===== config.mk =====
export PLATFORM = sky130hd
export DESIGN_NAME = refresh_ctrl
export DESIGN_NICKNAME = d
export VERILOG_FILES = /design/src/rtl/refresh_pkg.sv /design/src/rtl/strobe_decode.sv /design/src/rtl/tick_timer.sv /design/src/rtl/row_counter.sv /design/src/rtl/budget_monitor.sv /design/src/rtl/refresh_ctrl.sv
export SDC_FILE = /design/constraint.sdc
export NUM_CORES = 1
export LEC_CHECK = 0
export ABC_AREA = 1
export BUFFER_PORTS_ARGS = -buffer_cell sky130_fd_sc_hd__clkbuf_2
export CORE_ASPECT_RATIO = 1.2
export CORE_UTILIZATION = 40
export CTS_CLUSTER_SIZE = 25
export DETAILED_ROUTE_END_ITERATION = 10
export HOLD_SLACK_MARGIN = 0.15
export PLACE_DENSITY = 0.66
export SYNTH_ARGS = -nofsm -noshare
export SYNTH_HDL_FRONTEND = slang
export SYNTH_SLANG_ARGS = --single-unit

===== constraint.sdc =====
create_clock -name clk -period 1.8 [get_ports clk]
set_input_delay 0.27 -clock clk [delete_from_list [all_inputs] [get_ports clk]]
set_output_delay 0.27 -clock clk [all_outputs]
set_load 0.01 [all_outputs]

===== src/rtl/refresh_pkg.sv =====
package refresh_pkg;
  typedef enum logic [1:0] {
    ST_IDLE    = 2'd0,
    ST_SELF    = 2'd1,
    ST_RECOVER = 2'd2
  } rf_state_t;

  typedef struct packed {
    logic fall;      // row strobe fell at this edge
    logic rfsh_req;  // refresh strobe low on the fall
    logic self_req;  // self-refresh combination on the fall
    logic row_high;  // row strobe currently high
  } strobe_ev_t;
endpackage


===== src/rtl/strobe_decode.sv =====
module strobe_decode
  import refresh_pkg::*;
(
  input  logic       clk,
  input  logic       rst_n,
  input  logic       sel_n,
  input  logic       wr_sel,
  input  logic       rfsh_n,
  input  logic       row_n,
  input  logic       col_n,
  input  logic       we_n,
  output strobe_ev_t ev
);
  logic row_q;

  always_ff @(posedge clk or negedge rst_n) begin
    if (!rst_n) row_q <= 1'b1;
    else        row_q <= row_n;
  end

  always_comb begin
    ev.fall     = row_q & ~row_n;
    ev.rfsh_req = ~rfsh_n;
    ev.self_req = sel_n & wr_sel & rfsh_n & we_n & ~col_n;
    ev.row_high = row_n;
  end
endmodule


===== src/rtl/tick_timer.sv =====
module tick_timer #(
  parameter int W = 8
) (
  input  logic         clk,
  input  logic         rst_n,
  input  logic         load,
  input  logic [W-1:0] load_val,
  output logic         zero
);
  logic [W-1:0] cnt;

  always_ff @(posedge clk or negedge rst_n) begin
    if (!rst_n)         cnt <= '0;
    else if (load)      cnt <= load_val;
    else if (cnt != '0) cnt <= cnt - 1'b1;
  end

  assign zero = (cnt == '0);
endmodule


===== src/rtl/row_counter.sv =====
module row_counter #(
  parameter int ROW_BITS = 10
) (
  input  logic                clk,
  input  logic                rst_n,
  input  logic                step,
  output logic [ROW_BITS-1:0] row
);
  always_ff @(posedge clk or negedge rst_n) begin
    if (!rst_n)    row <= '0;
    else if (step) row <= row + 1'b1;
  end
endmodule


===== src/rtl/budget_monitor.sv =====
module budget_monitor #(
  parameter int WINDOW_CYC  = 16_000_000,
  parameter int REQ_REFRESH = 1024
) (
  input  logic clk,
  input  logic rst_n,
  input  logic tick,
  output logic warn
);
  localparam int WIN_W = (WINDOW_CYC > 1) ? $clog2(WINDOW_CYC) : 1;
  localparam int TAL_W = $clog2(REQ_REFRESH + 1);

  logic [WIN_W-1:0] win_cnt;
  logic [TAL_W-1:0] tally, tally_nx;
  logic             win_end;

  assign win_end  = (win_cnt == WIN_W'(WINDOW_CYC - 1));
  assign tally_nx = (tick && tally != TAL_W'(REQ_REFRESH)) ? tally + 1'b1 : tally;

  always_ff @(posedge clk or negedge rst_n) begin
    if (!rst_n) begin
      win_cnt <= '0;
      tally   <= '0;
      warn    <= 1'b0;
    end else if (win_end) begin
      win_cnt <= '0;
      tally   <= '0;
      warn    <= (tally_nx < TAL_W'(REQ_REFRESH));
    end else begin
      win_cnt <= win_cnt + 1'b1;
      tally   <= tally_nx;
    end
  end
endmodule


===== src/rtl/refresh_ctrl.sv =====
module refresh_ctrl
  import refresh_pkg::*;
#(
  parameter int ROW_BITS    = 10,
  parameter int SELF_PERIOD = 15_625,
  parameter int RECOVER_CYC = 32,
  parameter int WINDOW_CYC  = 16_000_000,
  parameter int REQ_REFRESH = 1 << ROW_BITS
) (
  input  logic                clk,
  input  logic                rst_n,
  input  logic                sel_n,
  input  logic                wr_sel,
  input  logic                rfsh_n,
  input  logic                row_n,
  input  logic                col_n,
  input  logic                we_n,
  output logic                refresh_pulse,
  output logic [ROW_BITS-1:0] refresh_row,
  output logic                self_active,
  output logic                recovery_busy,
  output logic                proto_err,
  output logic                low_power,
  output logic                budget_warn
);
  localparam int SELF_W = $clog2(SELF_PERIOD + 1);
  localparam int REC_W  = $clog2(RECOVER_CYC + 1);

  strobe_ev_t          ev;
  rf_state_t           state, state_nx;
  logic                do_ref, err_nx;
  logic                self_load, self_zero, rec_load, rec_zero;
  logic [ROW_BITS-1:0] row_now;

  strobe_decode u_dec (
    .clk(clk), .rst_n(rst_n), .sel_n(sel_n), .wr_sel(wr_sel),
    .rfsh_n(rfsh_n), .row_n(row_n), .col_n(col_n), .we_n(we_n), .ev(ev)
  );

  tick_timer #(.W(SELF_W)) u_self_tmr (
    .clk(clk), .rst_n(rst_n), .load(self_load),
    .load_val(SELF_W'(SELF_PERIOD - 1)), .zero(self_zero)
  );

  tick_timer #(.W(REC_W)) u_rec_tmr (
    .clk(clk), .rst_n(rst_n), .load(rec_load),
    .load_val(REC_W'(RECOVER_CYC - 1)), .zero(rec_zero)
  );

  row_counter #(.ROW_BITS(ROW_BITS)) u_rows (
    .clk(clk), .rst_n(rst_n), .step(do_ref), .row(row_now)
  );

  budget_monitor #(.WINDOW_CYC(WINDOW_CYC), .REQ_REFRESH(REQ_REFRESH)) u_budget (
    .clk(clk), .rst_n(rst_n), .tick(refresh_pulse), .warn(budget_warn)
  );

  always_comb begin
    state_nx  = state;
    do_ref    = 1'b0;
    err_nx    = 1'b0;
    self_load = 1'b0;
    rec_load  = 1'b0;
    unique case (state)
      ST_IDLE: begin
        if (ev.fall && ev.rfsh_req) begin
          do_ref = 1'b1;
        end else if (ev.fall && ev.self_req) begin
          state_nx  = ST_SELF;
          self_load = 1'b1;
        end
      end
      ST_SELF: begin
        if (ev.row_high) begin
          state_nx = ST_RECOVER;
          rec_load = 1'b1;
        end else if (self_zero) begin
          do_ref    = 1'b1;
          self_load = 1'b1;
        end
      end
      ST_RECOVER: begin
        err_nx = ev.fall;
        if (rec_zero) state_nx = ST_IDLE;
      end
      default: state_nx = ST_IDLE;
    endcase
  end

  always_ff @(posedge clk or negedge rst_n) begin
    if (!rst_n) begin
      state         <= ST_IDLE;
      refresh_pulse <= 1'b0;
      refresh_row   <= '0;
      proto_err     <= 1'b0;
      low_power     <= 1'b0;
    end else begin
      state         <= state_nx;
      refresh_pulse <= do_ref;
      proto_err     <= err_nx;
      low_power     <= sel_n;
      if (do_ref) refresh_row <= row_now;
    end
  end

  assign self_active   = (state == ST_SELF);
  assign recovery_busy = (state == ST_RECOVER);
endmodule


### Word-level counts from Yosys, hierarchy flattened

Index checks and enable logic that the tools add are counted.

* add/subtract/negate cells: 5
* $lt $le $gt $ge: 1
* equality and inequality tests: 8
* mux-type cells: 22
* bitwise gates (word level): 8
* reductions and logical operators: 11

Operator list (count)
* 14-bit two-way mux: 2
* 24-bit by 1-bit adder with 24-bit output (second input constant): 1
* 24-bit equality test (second input constant): 1
* 24-bit two-way mux: 1
* 11-bit two-way mux: 2
* 14-bit zero test: 1
* 14-bit nonzero test: 1
* 14-bit by 1-bit subtractor with 14-bit output (second input constant): 1
* 6-bit two-way mux: 2
* 11-bit by 1-bit adder with 11-bit output (second input constant): 1
* 11-bit < comparator (second input constant): 1
* 11-bit != test (second input constant): 1
* 10-bit by 1-bit adder with 10-bit output (second input constant): 1
* 1-bit two-way mux: 8
* 2-bit two-way mux: 4
* 6-bit zero test: 1
* 2-bit != test (second input constant): 3
* 2-bit one-hot mux with 3 select lines: 1
* 6-bit nonzero test: 1
* 6-bit by 1-bit subtractor with 6-bit output (second input constant): 1
* 1-bit AND: 5
* 1-bit one-hot mux with 2 select lines: 2
* 4-bit AND reduction: 1
* 2-bit nonzero test: 2
* other kinds (6): 10

* register bits after elaboration: 82
* input bits: 8
* output and inout port bits: 16
* word-level logic and storage cells: 67

### Longest topological paths before layout

Gate-level depths: netlist (run 1).

* depth after elaboration: 9
* depth in mapped cells: 10
* depth with buffers taken out: 10

### By module

From an unflattened synthesis (run 1), not the netlist that was laid out.

* cell total of the unflattened synthesis: 627
* area, all modules: 4814.6 sq um

Modules (own cells, without submodules)
* budget_monitor: instances 1, cells an instance 291, area each 2179.6 sq um, seq. area each 900.9 sq um
* tick_timer at u_self_tmr: instances 1, cells an instance 144, area each 1008.5 sq um, seq. area each 350.3 sq um
* refresh_ctrl: instances 1, cells an instance 72, area each 658.1 sq um, seq. area each 375.4 sq um
* row_counter: instances 1, cells an instance 56, area each 494.2 sq um, seq. area each 250.2 sq um
* tick_timer at u_rec_tmr: instances 1, cells an instance 55, area each 412.9 sq um, seq. area each 150.1 sq um
* strobe_decode: instances 1, cells an instance 9, area each 61.3 sq um, seq. area each 26.3 sq um

### Worst setup path before layout (run 1)

No wires, ideal clock.

* kind: reg2reg
* start: register u_self_tmr.cnt[0]
* end: register u_rows.row[0]
* library setup time: 117 ps
* arrival: 1407 ps
* required time: 1683 ps
* setup slack: 276 ps
* cell stages (with the launch flop): 11
* path buffers: 1
* clock period less this slack: 1524 ps
* cell sequence: dfrtp_1 inv_1 ha_1 nand3_1 nor2_2 nand3b_4 nand2_4 nand2_4 buf_6 nand2_1 nand2_1

* word-level cells in the longest chain between the ends: 4

Ends and longest elaborated chain
* start: declaration: line tick_timer.sv:10 `logic [W-1:0] cnt;`
* start signal: assignment: line tick_timer.sv:14 `else if (load) cnt <= load_val;`
* start signal: assignment: line tick_timer.sv:15 `else if (cnt != '0) cnt <= cnt - 1'b1;`
* 14-bit zero test: line tick_timer.sv:18 `assign zero = (cnt == '0);`
* 1-bit two-way mux: line refresh_ctrl.sv:77 `end else if (self_zero) begin`
* 1-bit two-way mux: line refresh_ctrl.sv:74 `if (ev.row_high) begin`
* 1-bit one-hot mux with 2 select lines: line refresh_ctrl.sv:64 `unique case (state)`
* end signal: assignment: line row_counter.sv:11 `else if (step) row <= row + 1'b1;`
* end: declaration: line row_counter.sv:7 `output logic [ROW_BITS-1:0] row`

Every way passes these cells.
A chain may end at the register's enable or synchronous reset.

### Worst setup path in the final report (run 1)

* start: register u_self_tmr.cnt[0]
* end: register refresh_row[7]

* word-level cells in the longest chain between the ends: 4

Ends and longest elaborated chain
* 14-bit zero test: line tick_timer.sv:18
* 1-bit two-way mux: line refresh_ctrl.sv:77
* 1-bit two-way mux: line refresh_ctrl.sv:74
* 1-bit one-hot mux with 2 select lines: line refresh_ctrl.sv:64
* end signal: assignment: line refresh_ctrl.sv:102 `if (do_ref) refresh_row <= row_now;`
* end: declaration: line refresh_ctrl.sv:19 `output logic [ROW_BITS-1:0] refresh_row,`

Every way passes these cells.

==> results.cfg, run 1 <==
[detailed_routing]
ant_nets = 0
vias = 4037
drtIter0Drc = 184
wl_um = 10000
firstDrtPassIters = 4
wl_per_cell_um = 12.1
viasPerCell = 4.90
drcViolationCount = 0

[die]
coreArea_mm2 = 0.0115
pin_count = 24
start_util_pct = 40.9
fp-row-count = 43
die_y_um = 121
die_area_mm2 = 0.0122
die_width_um = 101

[logic_synthesis]
synthCells = 622
synth_nets = 638
ys_types = 36
ys_seq_elements = 82
syn_area_per_cell_um2 = 7.57
yosysSeqAreaShare_pct = 43.6
syn_area_mm2 = 0.00471
ys_warn_count = 0

[cells_and_area]
final_common_cell = nand2_1
diodes = 0
layout.nets = 678
fin_area_mm2 = 0.00543
layout-drive-gt1-share_pct = 12.6
area_delta_synth_final_pct = 15.3
layout_common_cells = nand2_1 (180), nor2_1 (91), dfrtp_1 (80), inv_1 (72), nand3_1 (63)

[global_route]
antenna_found_initial = 0
grt_pass1_wl_um = 17500
grt-ovfl-total = 0
grt_max_degree = 33
grt_pass1_vias = 4029
grt_usage_pct = 17.9

[power]
ir_worst_vdd_v = 0.000637
p_leak_nw = 2.70
internal_power_w = 0.00387
pwr-share-comb_pct = 24.8
swShare_pct = 33.8
power.switching_w = 0.00197
p_clk_share_pct = 33.1
p_per_area_mw_per_mm2 = 1080
p_seq_share_pct = 42.1

[setup_path]
rr_startpoint = u_self_tmr.cnt[0]$_DFFE_PN0P_
slowest_stage = dfrtp_1
path_cells = inv_1 > ha_1 > nand3_2 > nor2_4 > nand3b_4 > nand2_8 > buf_4 > nand3_1 > nand2_1
cp.arrival_ns = 1.98
cpPeakStageDelay_ns = 0.40
worstReg2RegEnd = refresh_row[7]$_DFFE_PN0P_
cp-start-kind = flip-flop
worstPathRequired_ns = 2.08
crit_fanout = 11
cp_num_cells = 9
r2r_cells = 9
timing.critical_path.buf_inv = 2
crit_family = simple AND/OR/NAND/NOR gates
endpoint_kind = flip-flop
path_class = reg2reg
ff2ff_setup_slack_ns = 0.1

[sta]
hold_viol = 0
clock_skew_ns = 0.0102
finalSetupViolCount = 0
slew_violations = 0
timing.final.ws_setup_ns = 0.0972
period_needed_ns = 1.70
fmax_ghz = 0.587
period_share_pct = 94.6
tns_ns = 0
relSlewSlack_pct = 75.0
max_slew.worst_pin.slew_ns = 0.372
grt_setup_unrepaired = no

[min_path]
hp-class = in2reg
min_path_cells = 4
hold_start = col_n
hold_path_end = state[0]$_DFFE_PN0P_

[run_status]
outcome = completed

[clocking]
numClockSinks = 82
cts_setup_buffers = 0
cts_tree = built
cts_root_buf = clkbuf_16
cts_buffer_depth = 2
path_clk_slew_ns = 0.06
clk_latency_ns = 0.34
ctsHtreeMaxLevel = 3
numCtsBuffers = 9

[place]
place.gp.congestion = 0.871
hpwl_um = 7420
placed_cell_area_mm2 = 0.00504
port_buffers = 23
post-place-ws_ns = -0.00573

[job]
drv_cap = 0
==> kinds of logic (layout without fill, tap and decap cells) <==
group | count (synthesis) | count (layout) | synth area share (%)
xor gates and xnor gates | 31 | 31 | 5.77
AOI/OAI and AO/OA | 23 | 23 | 3.08
adders and majority gates | 8 | 8 | 2.13
DFF | 82 | 82 | 43.6
and+or+nand+nor | 391 | 391 | 37.3
buffers and inverters | 87 | 132 | 8.11
==> per-layer routing <==
layer	global-route usage, %	share of wire (%)	vias up
met2	31.0	50	68
li1	-	-	2039
met1	22.0	45	1910
met3	3.24	3.0	20
met5	0	0	-
met4	6.97	2.0	0
==> worst max path at each step <==
| stage | end | slack (ns) | start |
|---|---|---|---|
| 4_1_cts | u_rows.row[1]$_DFFE_PN0P_ | 0.04 | u_self_tmr.cnt[0]$_DFFE_PN0P_ |
| 6_report | refresh_row[7]$_DFFE_PN0P_ | 0.1 | u_self_tmr.cnt[0]$_DFFE_PN0P_ |
| 2_1_floorplan | u_rows.row[0]$_DFFE_PN0P_ | 0.28 | u_self_tmr.cnt[0]$_DFFE_PN0P_ |
| 5_1_grt | u_self_tmr.cnt[1]$_DFFE_PN0P_ | 0.0004 | row_n |
| 3_3_place_gp | u_budget.win_cnt[0]$_DFF_PN0_ | 0.04 | u_budget.win_cnt[0]$_DFF_PN0_ |
| 3_5_place_dp | u_self_tmr.cnt[13]$_DFFE_PN0P_ | -0.006 | u_self_tmr.cnt[0]$_DFFE_PN0P_ |
==> flip-flops by register name (all words and copies together) (netlist names) <==
| signal | count |
|---|---|
| state | 2 |
| u_self_tmr.cnt | 14 |
| u_dec.row_q | 1 |
| u_budget.win_cnt | 24 |
| refresh_row | 10 |
| proto_err | 1 |
| refresh_pulse | 1 |
| u_budget.warn | 1 |
| u_rec_tmr.cnt | 6 |
| u_budget.tally | 11 |
| u_rows.row | 10 |
| low_power | 1 |
==> per-stage QoR <==
stage,hold WS [ns],std cells,total power [W],util (%)
after CTS,0.335,824,0.00589,46.7
after floorplan,-0.0256,622,0.00348,-
final,0.328,824,0.00584,47.1
after global placement,0.194,805,0.00385,43.7
after global routing,0.403,824,0.00623,47.1
after detailed placement,0.194,805,0.00392,43.7
==> synthesized netlist by cell type <==
cell,count,area (µm²)
o211ai_1,3,22.5
clkbuf_1,1,3.75
xnor2_1,7,61.3
nand3b_4,1,20.0
buf_2,1,5.00
nand3b_1,4,30.0
clkinv_2,1,5.00
nor2_2,4,25.0
nor3_1,14,70.1
nor3b_1,2,15.0
inv_2,5,18.8
dfstp_2,1,26.3
nor2_1,91,342
a21oi_1,6,30.0
inv_1,72,270
nor3_2,2,20.0
xor2_1,24,210
nand3_1,64,320
a31oi_1,1,6.26
a22oi_1,1,7.51
nand4_1,13,81.3
nand2_2,3,18.8
o21a_1,1,7.51
nor3_4,1,16.3
nand3_2,2,20.0
o31ai_1,2,15.0
or2_1,2,12.5
o21ai_0,8,40.0
nor2_4,3,33.8
nand2_1,181,679
buf_6,7,78.8
ha_1,8,100
nand2_4,3,33.8
dfrtp_1,81,2030
nand3_4,1,17.5
o21ai_4,1,16.3
==> worst min-delay path: stages <==
cell and delay [ns]:
clkbuf_2 0.07, nor2_1 0.04, nand3_1 0.16, nand2_1 0.07
==> cell type report <==
type	instances	area, µm²
multi-input combinational	453	2320
fill	1134	6090
tap	157	196
clock inverter	4	56.3
sequential	82	2050
inverter	78	294
clock buffer	12	256
timing repair buffer	38	250
==> power by group through the flow <==
| stage | Combinational (W) | Clock, W | Sequential (W) |
|---|---|---|---|
| after floorplan | 0.00105 | 0 | 0.00243 |
| after global placement | 0.00138 | 0 | 0.00247 |
| after detailed placement | 0.00143 | 0 | 0.00249 |
| after CTS | 0.00145 | 0.00199 | 0.00246 |
| after global routing | 0.00166 | 0.00205 | 0.00251 |
| final | 0.00145 | 0.00193 | 0.00246 |
==> repair_timing <==
item                                    4_1_cts  5_1_grt
hold buffers                                  3        0
gates resized for setup                       1        9
pin swaps                                     0        1
endpoints found under the setup margin        1       42
endpoints found under the hold margin        29        0
Power figures use the tool's default switching activity.
==> run 2: changes to the inputs <==
--- a/config.mk
+++ b/config.mk
@@ -8,11 +8,11 @@
 export ABC_AREA = 1
 export BUFFER_PORTS_ARGS = -buffer_cell sky130_fd_sc_hd__clkbuf_2
 export CORE_ASPECT_RATIO = 1.2
-export CORE_UTILIZATION = 40
+export CORE_UTILIZATION = 50
 export CTS_CLUSTER_SIZE = 25
 export DETAILED_ROUTE_END_ITERATION = 10
 export HOLD_SLACK_MARGIN = 0.15
-export PLACE_DENSITY = 0.66
+export PLACE_DENSITY = 0.77
 export SYNTH_ARGS = -nofsm -noshare
 export SYNTH_HDL_FRONTEND = slang
 export SYNTH_SLANG_ARGS = --single-unit
==> run 2 against run 1 <==
  * Count of clock-buffer cells in the layout down 3
  * Register-to-register slack improved by 0.04 ns
  * Clock power fell by 27%
  * Clock skew up 0.0022 ns
  * Global-route usage up 3.3 points
  * Critical path depth shrank 1
  * Via count fell by 0.54%
  * Sequential share of layout area grew 1.2 points
  * Worst setup slack improved by 0.040 ns
  * Non-clock buffer count fell by 1
  * Combinational power is 3% higher
  * Hold slack got worse by 0.019 ns
==> results.cfg, run 2 (synthesis results as in run 1) <==
[place]
post-place-ws_ns = 0.0325
hpwl_um = 6960
port_buffers = 23
place.gp.congestion = 0.884

[global_route]
grt_usage_pct = 21.2
antenna_found_initial = 0
grt_pass1_vias = 3854
grt_pass1_wl_um = 16700
grt_max_degree = 83
grt-ovfl-total = 0

[sta]
clock_skew_ns = 0.0125
finalSetupViolCount = 0
relSlewSlack_pct = 70.1
fmax_ghz = 0.602
max_slew.worst_pin.slew_ns = 0.445
period_needed_ns = 1.66
timing.final.ws_setup_ns = 0.138
period_share_pct = 92.4
slew_violations = 0
hold_viol = 0

[clocking]
cts_root_buf = clkbuf_8
cts_buffer_depth = 2
cts_tree = built
ctsHtreeMaxLevel = 3
cts_setup_buffers = 0
numCtsBuffers = 9
numClockSinks = 82
path_clk_slew_ns = 0.09
clk_latency_ns = 0.36

[detailed_routing]
ant_nets = 0
drcViolationCount = 0
drtIter0Drc = 241
firstDrtPassIters = 6
wl_per_cell_um = 12.2
wl_um = 9570
viasPerCell = 5.11
vias = 4015

[cells_and_area]
layout.nets = 677
nFillCells = 803
diodes = 0
layout_common_cells = nand2_1 (180), nor2_1 (91), dfrtp_1 (81), inv_1 (72), nand3_1 (63)
final_common_cell = nand2_1
top_register = u_budget.win_cnt
area_delta_synth_final_pct = 11.8
reg_top3 = u_budget.win_cnt (24), u_self_tmr.cnt (14), u_budget.tally (11)
largest_reg_flops = 24
layout-drive-gt1-share_pct = 12.2

[min_path]
hp-class = in2reg
hold_path_end = state[0]$_DFFE_PN0P_
hold_start = col_n
min_path_cells = 4

[setup_path]
path_class = reg2reg
worstReg2RegEnd = u_self_tmr.cnt[1]$_DFFE_PN0P_
ff2ff_setup_slack_ns = 0.14
r2r_cells = 8
endpoint_kind = flip-flop
rr_startpoint = u_self_tmr.cnt[0]$_DFFE_PN0P_
crit_fanout = 6
worstPathRequired_ns = 2.06
cp.arrival_ns = 1.92
cp-start-kind = flip-flop

[power]
p_total_w = 0.00533
pwr-share-comb_pct = 28.1
ir_worst_vdd_v = 0.000898
power.switching_w = 0.00195
swShare_pct = 36.7
p_leak_nw = 2.64
p_per_area_mw_per_mm2 = 1010
p_clk_share_pct = 26.3
internal_power_w = 0.00338
p_seq_share_pct = 45.6

[die]
die_y_um = 108
fp-row-count = 38
die_area_mm2 = 0.00981
start_util_pct = 51.8
coreArea_mm2 = 0.00908
die_width_um = 90.6
pin_count = 24

[job]
drv_cap = 0

[run_status]
outcome = completed
## run 2: metrics by stage
| step | utilization [%] | hold WS, ns | instances | TNS [ns] | cell area, µm² |
|---|---|---|---|---|---|
| final | 58.0 | 0.309 | 786 | 0 | 5260 |
| after detailed placement | 54.9 | 0.336 | 767 | 0 | 4980 |
| after global placement | 54.9 | 0.333 | 767 | 0 | 4980 |
| after global routing | 58.0 | 0.375 | 786 | -0.00432 | 5260 |
| after floorplan | - | -0.0256 | 622 | 0 | 4710 |
| after CTS | 57.5 | 0.314 | 786 | 0 | 5220 |
## run 2: worst max-delay path by stage
| stage | slack, ns | cells after the start | from | to |
|---|---|---|---|---|
| finish | 0.14 | 8 | u_self_tmr.cnt[0]$_DFFE_PN0P_ | u_self_tmr.cnt[1]$_DFFE_PN0P_ |
| global route | -0.002 | 9 | u_self_tmr.cnt[0]$_DFFE_PN0P_ | u_rows.row[5]$_DFFE_PN0P_ |
| CTS | 0.03 | 9 | u_self_tmr.cnt[0]$_DFFE_PN0P_ | u_self_tmr.cnt[13]$_DFFE_PN0P_ |
| detailed placement | 0.03 | 9 | u_self_tmr.cnt[0]$_DFFE_PN0P_ | u_self_tmr.cnt[13]$_DFFE_PN0P_ |
| global placement | 0.09 | 9 | u_self_tmr.cnt[0]$_DFFE_PN0P_ | u_self_tmr.cnt[13]$_DFFE_PN0P_ |
| floorplan | 0.28 | 10 | u_self_tmr.cnt[0]$_DFFE_PN0P_ | u_rows.row[0]$_DFFE_PN0P_ |
## run 2: critical path, stage by stage, from the launching register on
cell	delay (ns)
dfrtp_1	0.42
inv_1	0.12
ha_1	0.19
nand3_2	0.13
nor2_4	0.18
nand3b_4	0.12
nand2_1	0.18
inv_2	0.10
o21a_1	0.12
## run 2: repair_timing
action | 4_1_cts | 5_1_grt
hold buffers | 3 | 0
endpoints found under the setup margin | 0 | 32
hold endpoints to repair | 83 | 0
resized for setup | 0 | 8
## run 2: layer usage
metal / wire (µm) / track usage [%]
met3: 308 / 4.85
met4: 220 / 8.41
met1: 4240 / 25.0
met2: 4800 / 37.6
met5: 0 / 0
## run 2: area by class of cell
cell class / count / area (µm²) / share of cell area (%)
repair buffers: 37 / 246 / 4.68
inverters: 78 / 294 / 5.59
multi-input cells: 453 / 2310 / 43.9
well taps: 120 / 150 / 2.85
flip-flops and latches: 82 / 2050 / 39.0
clock buffers: 9 / 124 / 2.35
clock inverters: 7 / 83.8 / 1.59
## run 2: power by group through the flow
stage,Clock (W),Combinational (W),Sequential (W)
after floorplan,0,0.00105,0.00243
after global placement,0,0.00140,0.00246
after detailed placement,0,0.00147,0.00247
after CTS,0.00144,0.00149,0.00243
after global routing,0.00153,0.00169,0.00248
final,0.00140,0.00150,0.00243
==> run 3: changes to the inputs <==
--- a/config.mk
+++ b/config.mk
@@ -5,14 +5,13 @@
 export SDC_FILE = /design/constraint.sdc
 export NUM_CORES = 1
 export LEC_CHECK = 0
-export ABC_AREA = 1
 export BUFFER_PORTS_ARGS = -buffer_cell sky130_fd_sc_hd__clkbuf_2
 export CORE_ASPECT_RATIO = 1.2
 export CORE_UTILIZATION = 50
 export CTS_CLUSTER_SIZE = 25
 export DETAILED_ROUTE_END_ITERATION = 10
 export HOLD_SLACK_MARGIN = 0.15
-export PLACE_DENSITY = 0.77
+export PLACE_DENSITY = 0.78
 export SYNTH_ARGS = -nofsm -noshare
 export SYNTH_HDL_FRONTEND = slang
 export SYNTH_SLANG_ARGS = --single-unit
==> run 3 against run 2 <==
  * The flow now finishes with violations (negative setup slack)
  * Sequential share of layout area grew 0.86 points
  * Clock power fell by 14%
  * Routed wire length shrank 6.8%
  * Register-to-register slack worse by 0.45 ns
  * Worst setup slack worse by 0.45 ns
  * Hold slack got worse by 0.058 ns
  * Total power is 42% lower
  * Sequential cell count unchanged
  * Area after synthesis fell by 20%
  * Global-route usage up 1.2 points
  * Critical path type unchanged
  * Highest routed layer unchanged
==> results.cfg, run 3 <==
[sta]
period_share_pct = 117
timing.final.ws_setup_ns = -0.308
fmax_ghz = 0.474
finalSetupViolCount = 57
clock_skew_ns = 0.0104
grt_setup_unrepaired = yes
hold_viol = 0
slew_violations = 0
max_slew.worst_pin.slew_ns = 0.380
relSlewSlack_pct = 74.3
tns_ns = -10.23
period_needed_ns = 2.11

[global_route]
grt_pass1_wl_um = 13500
antenna_found_initial = 0
grt_usage_pct = 22.4
grt-ovfl-total = 0
grt_pass1_vias = 3040
grt_max_degree = 30

[die]
start_util_pct = 52.1
coreArea_mm2 = 0.00727
fp-row-count = 34
die_y_um = 97.4
pin_count = 24
die_width_um = 81.5
die_area_mm2 = 0.00793

[clocking]
cts_buffer_depth = 2
numCtsBuffers = 9
cts_tree = built
clk_latency_ns = 0.37
numClockSinks = 82
ctsHtreeMaxLevel = 3
path_clk_slew_ns = 0.09
cts_root_buf = clkbuf_8

[detailed_routing]
drtIter0Drc = 177
viasPerCell = 5.42
vias = 3081
firstDrtPassIters = 4
wl_per_cell_um = 15.7
ant_nets = 0
drcViolationCount = 0
wl_um = 8920

[power]
p_leak_nw = 2.43
p_per_area_mw_per_mm2 = 604
p_total_w = 0.00311
ir_worst_vdd_v = 0.000574

[setup_path]
slowest_stage = dfrtp_1
cp-start-kind = flip-flop
timing.critical_path.buf_inv = 2
path_cells = inv_2 > ha_2 > or3b_4 > nand4bb_4 > o22a_4 > clkinv_4 > nand4_1 > xnor2_2
cpPeakStageDelay_ns = 0.39
crit_fanout = 6
cp.arrival_ns = 2.36
path_class = reg2reg
endpoint_kind = flip-flop
worstPathRequired_ns = 2.05
crit_family = simple AND/OR/NAND/NOR gates

[cells_and_area]
reg_top3 = u_budget.win_cnt (24), u_self_tmr.cnt (14), u_budget.tally (11)
layout.nets = 489
top_register = u_budget.win_cnt
largest_reg_flops = 24
diodes = 0
layout-drive-gt1-share_pct = 38.3
final_common_cell = dfrtp_1
area_delta_synth_final_pct = 35.9
layout_common_cells = dfrtp_1 (81), buf_4 (54), nand2_1 (44), nor2_1 (31), xnor2_1 (24)
fin_util_pct = 70.8

[logic_synthesis]
synth_area_leader_cell = dfrtp_1
synthCells = 372
synth_common_cells = dfrtp_1 (81), nand2_1 (67), nor2_1 (40)
yosys.cell_count.top_type = dfrtp_1
synth_nets = 388
synthArstFlopShare_pct = 100
yosysSeqAreaShare_pct = 54.2
syn_area_per_cell_um2 = 10.2
syn_area_mm2 = 0.00379
synth-edff-count = 0
netlist.area_leader.share_pct = 53.5
ys_types = 49
ys_seq_elements = 82
synth_area_leaders = dfrtp_1 (54%), nand2_1 (6.6%), xnor2_1 (6.5%)
ys.flop_type = dfrtp_1
ys_warn_count = 0

[run_status]
outcome = complete, but fails checks
violations = negative setup slack

[job]
drv_cap = 0

[place]
hpwl_um = 5320
port_buffers = 23
place.gp.congestion = 0.806

[min_path]
hp-class = in2reg
==> run 3: cell count changes after synthesis, moves of 6 or more <==
cell	delta
xnor2_1	+21
nor2_1	-51
nor4_1	+8
buf_6	-6
nand2_1	-114
nand3_1	-51
inv_1	-62
==> run 3: area by class of cell <==
cell class / instances / area, µm²
Tap cell: 90 / 113
Inverter: 11 / 46.3
Timing Repair Buffer: 97 / 773
Clock inverter: 7 / 45.0
Multi-Input combinational cell: 272 / 2000
Sequential cell: 82 / 2050
Clock buffer: 9 / 124
Fill cell: 462 / 2120
==> run 3: what timing repair did <==
| item | in CTS | in global routing |
|---|---|---|
| hold buffers | 3 | 0 |
| setup endpoints to repair | 60 | 62 |
| pin swaps | 27 | 27 |
| buffers inserted | 5 | 17 |
| resized for setup | 37 | 63 |
| cloned | 0 | 1 |
| endpoints found under the hold margin | 38 | 0 |
==> run 3: tightest hold or removal path, stage by stage <==
cell and delay [ns]:
clkbuf_2 0.09, nand2_1 0.11, nand2_1 0.12
==> run 3: power by group <==
| part | internal (W) | switching (W) |
|---|---|---|
| combinational | 0.0000222 | 0.0000449 |
| sequential | 0.00184 | 0.00000229 |
| clock | 0.000498 | 0.000698 |
==> run 3: logic make-up (layout without fill, tap and decap cells) <==
logic type / Yosys count / count (layout) / synth area share [%]
and+or+nand+nor: 190 / 190 / 25.1
DFF: 82 / 82 / 54.2
xor gates and xnor gates: 50 / 50 / 11.6
AOI/OAI and AO/OA: 21 / 21 / 3.40
buffers and inverters: 18 / 124 / 2.21
adders and majority gates: 8 / 8 / 2.64
muxes: 3 / 3 / 0.859
==> run 3: path summary, 6_finish.rpt <==
check | from | endpoint | slack [ns] | cells after the start
setup / recovery | u_self_tmr.cnt[1]$_DFFE_PN0P_ | u_rows.row[7]$_DFFE_PN0P_ | -0.31 | 8
hold / removal | wr_sel | state[0]$_DFFE_PN0P_ | 0.25 | 3
max in group asynchronous | rst_n | u_dec.row_q$_DFF_PN1_ | 0.90 | 3
hold reg to reg | u_rows.row[9]$_DFFE_PN0P_ | u_rows.row[9]$_DFFE_PN0P_ | 0.49 | 1
min in group asynchronous | rst_n | u_self_tmr.cnt[13]$_DFFE_PN0P_ | 0.36 | 2
setup reg to reg | u_self_tmr.cnt[1]$_DFFE_PN0P_ | u_rows.row[7]$_DFFE_PN0P_ | -0.31 | 8
==> run 3: per-stage QoR <==
stage	hold slack [ns]	setup WS, ns	area [µm²]	std cells
after global routing	0.271	-0.361	5150	568
after CTS	0.163	-0.263	4770	552
after global placement	0.205	-0.251	4380	528
final	0.250	-0.308	5150	568
after floorplan	-0.0256	-0.234	3820	372
after detailed placement	0.213	-0.351	4380	528
==> run 3: metal layers <==
metal | up-vias | wire length, µm | track usage (%)
li1 | 1465 | - | -
met1 | 1519 | 3680 | 28.8
met2 | 71 | 4670 | 35.2
met3 | 26 | 327 | 5.92
met4 | 0 | 252 | 9.75
met5 | - | 0 | 0
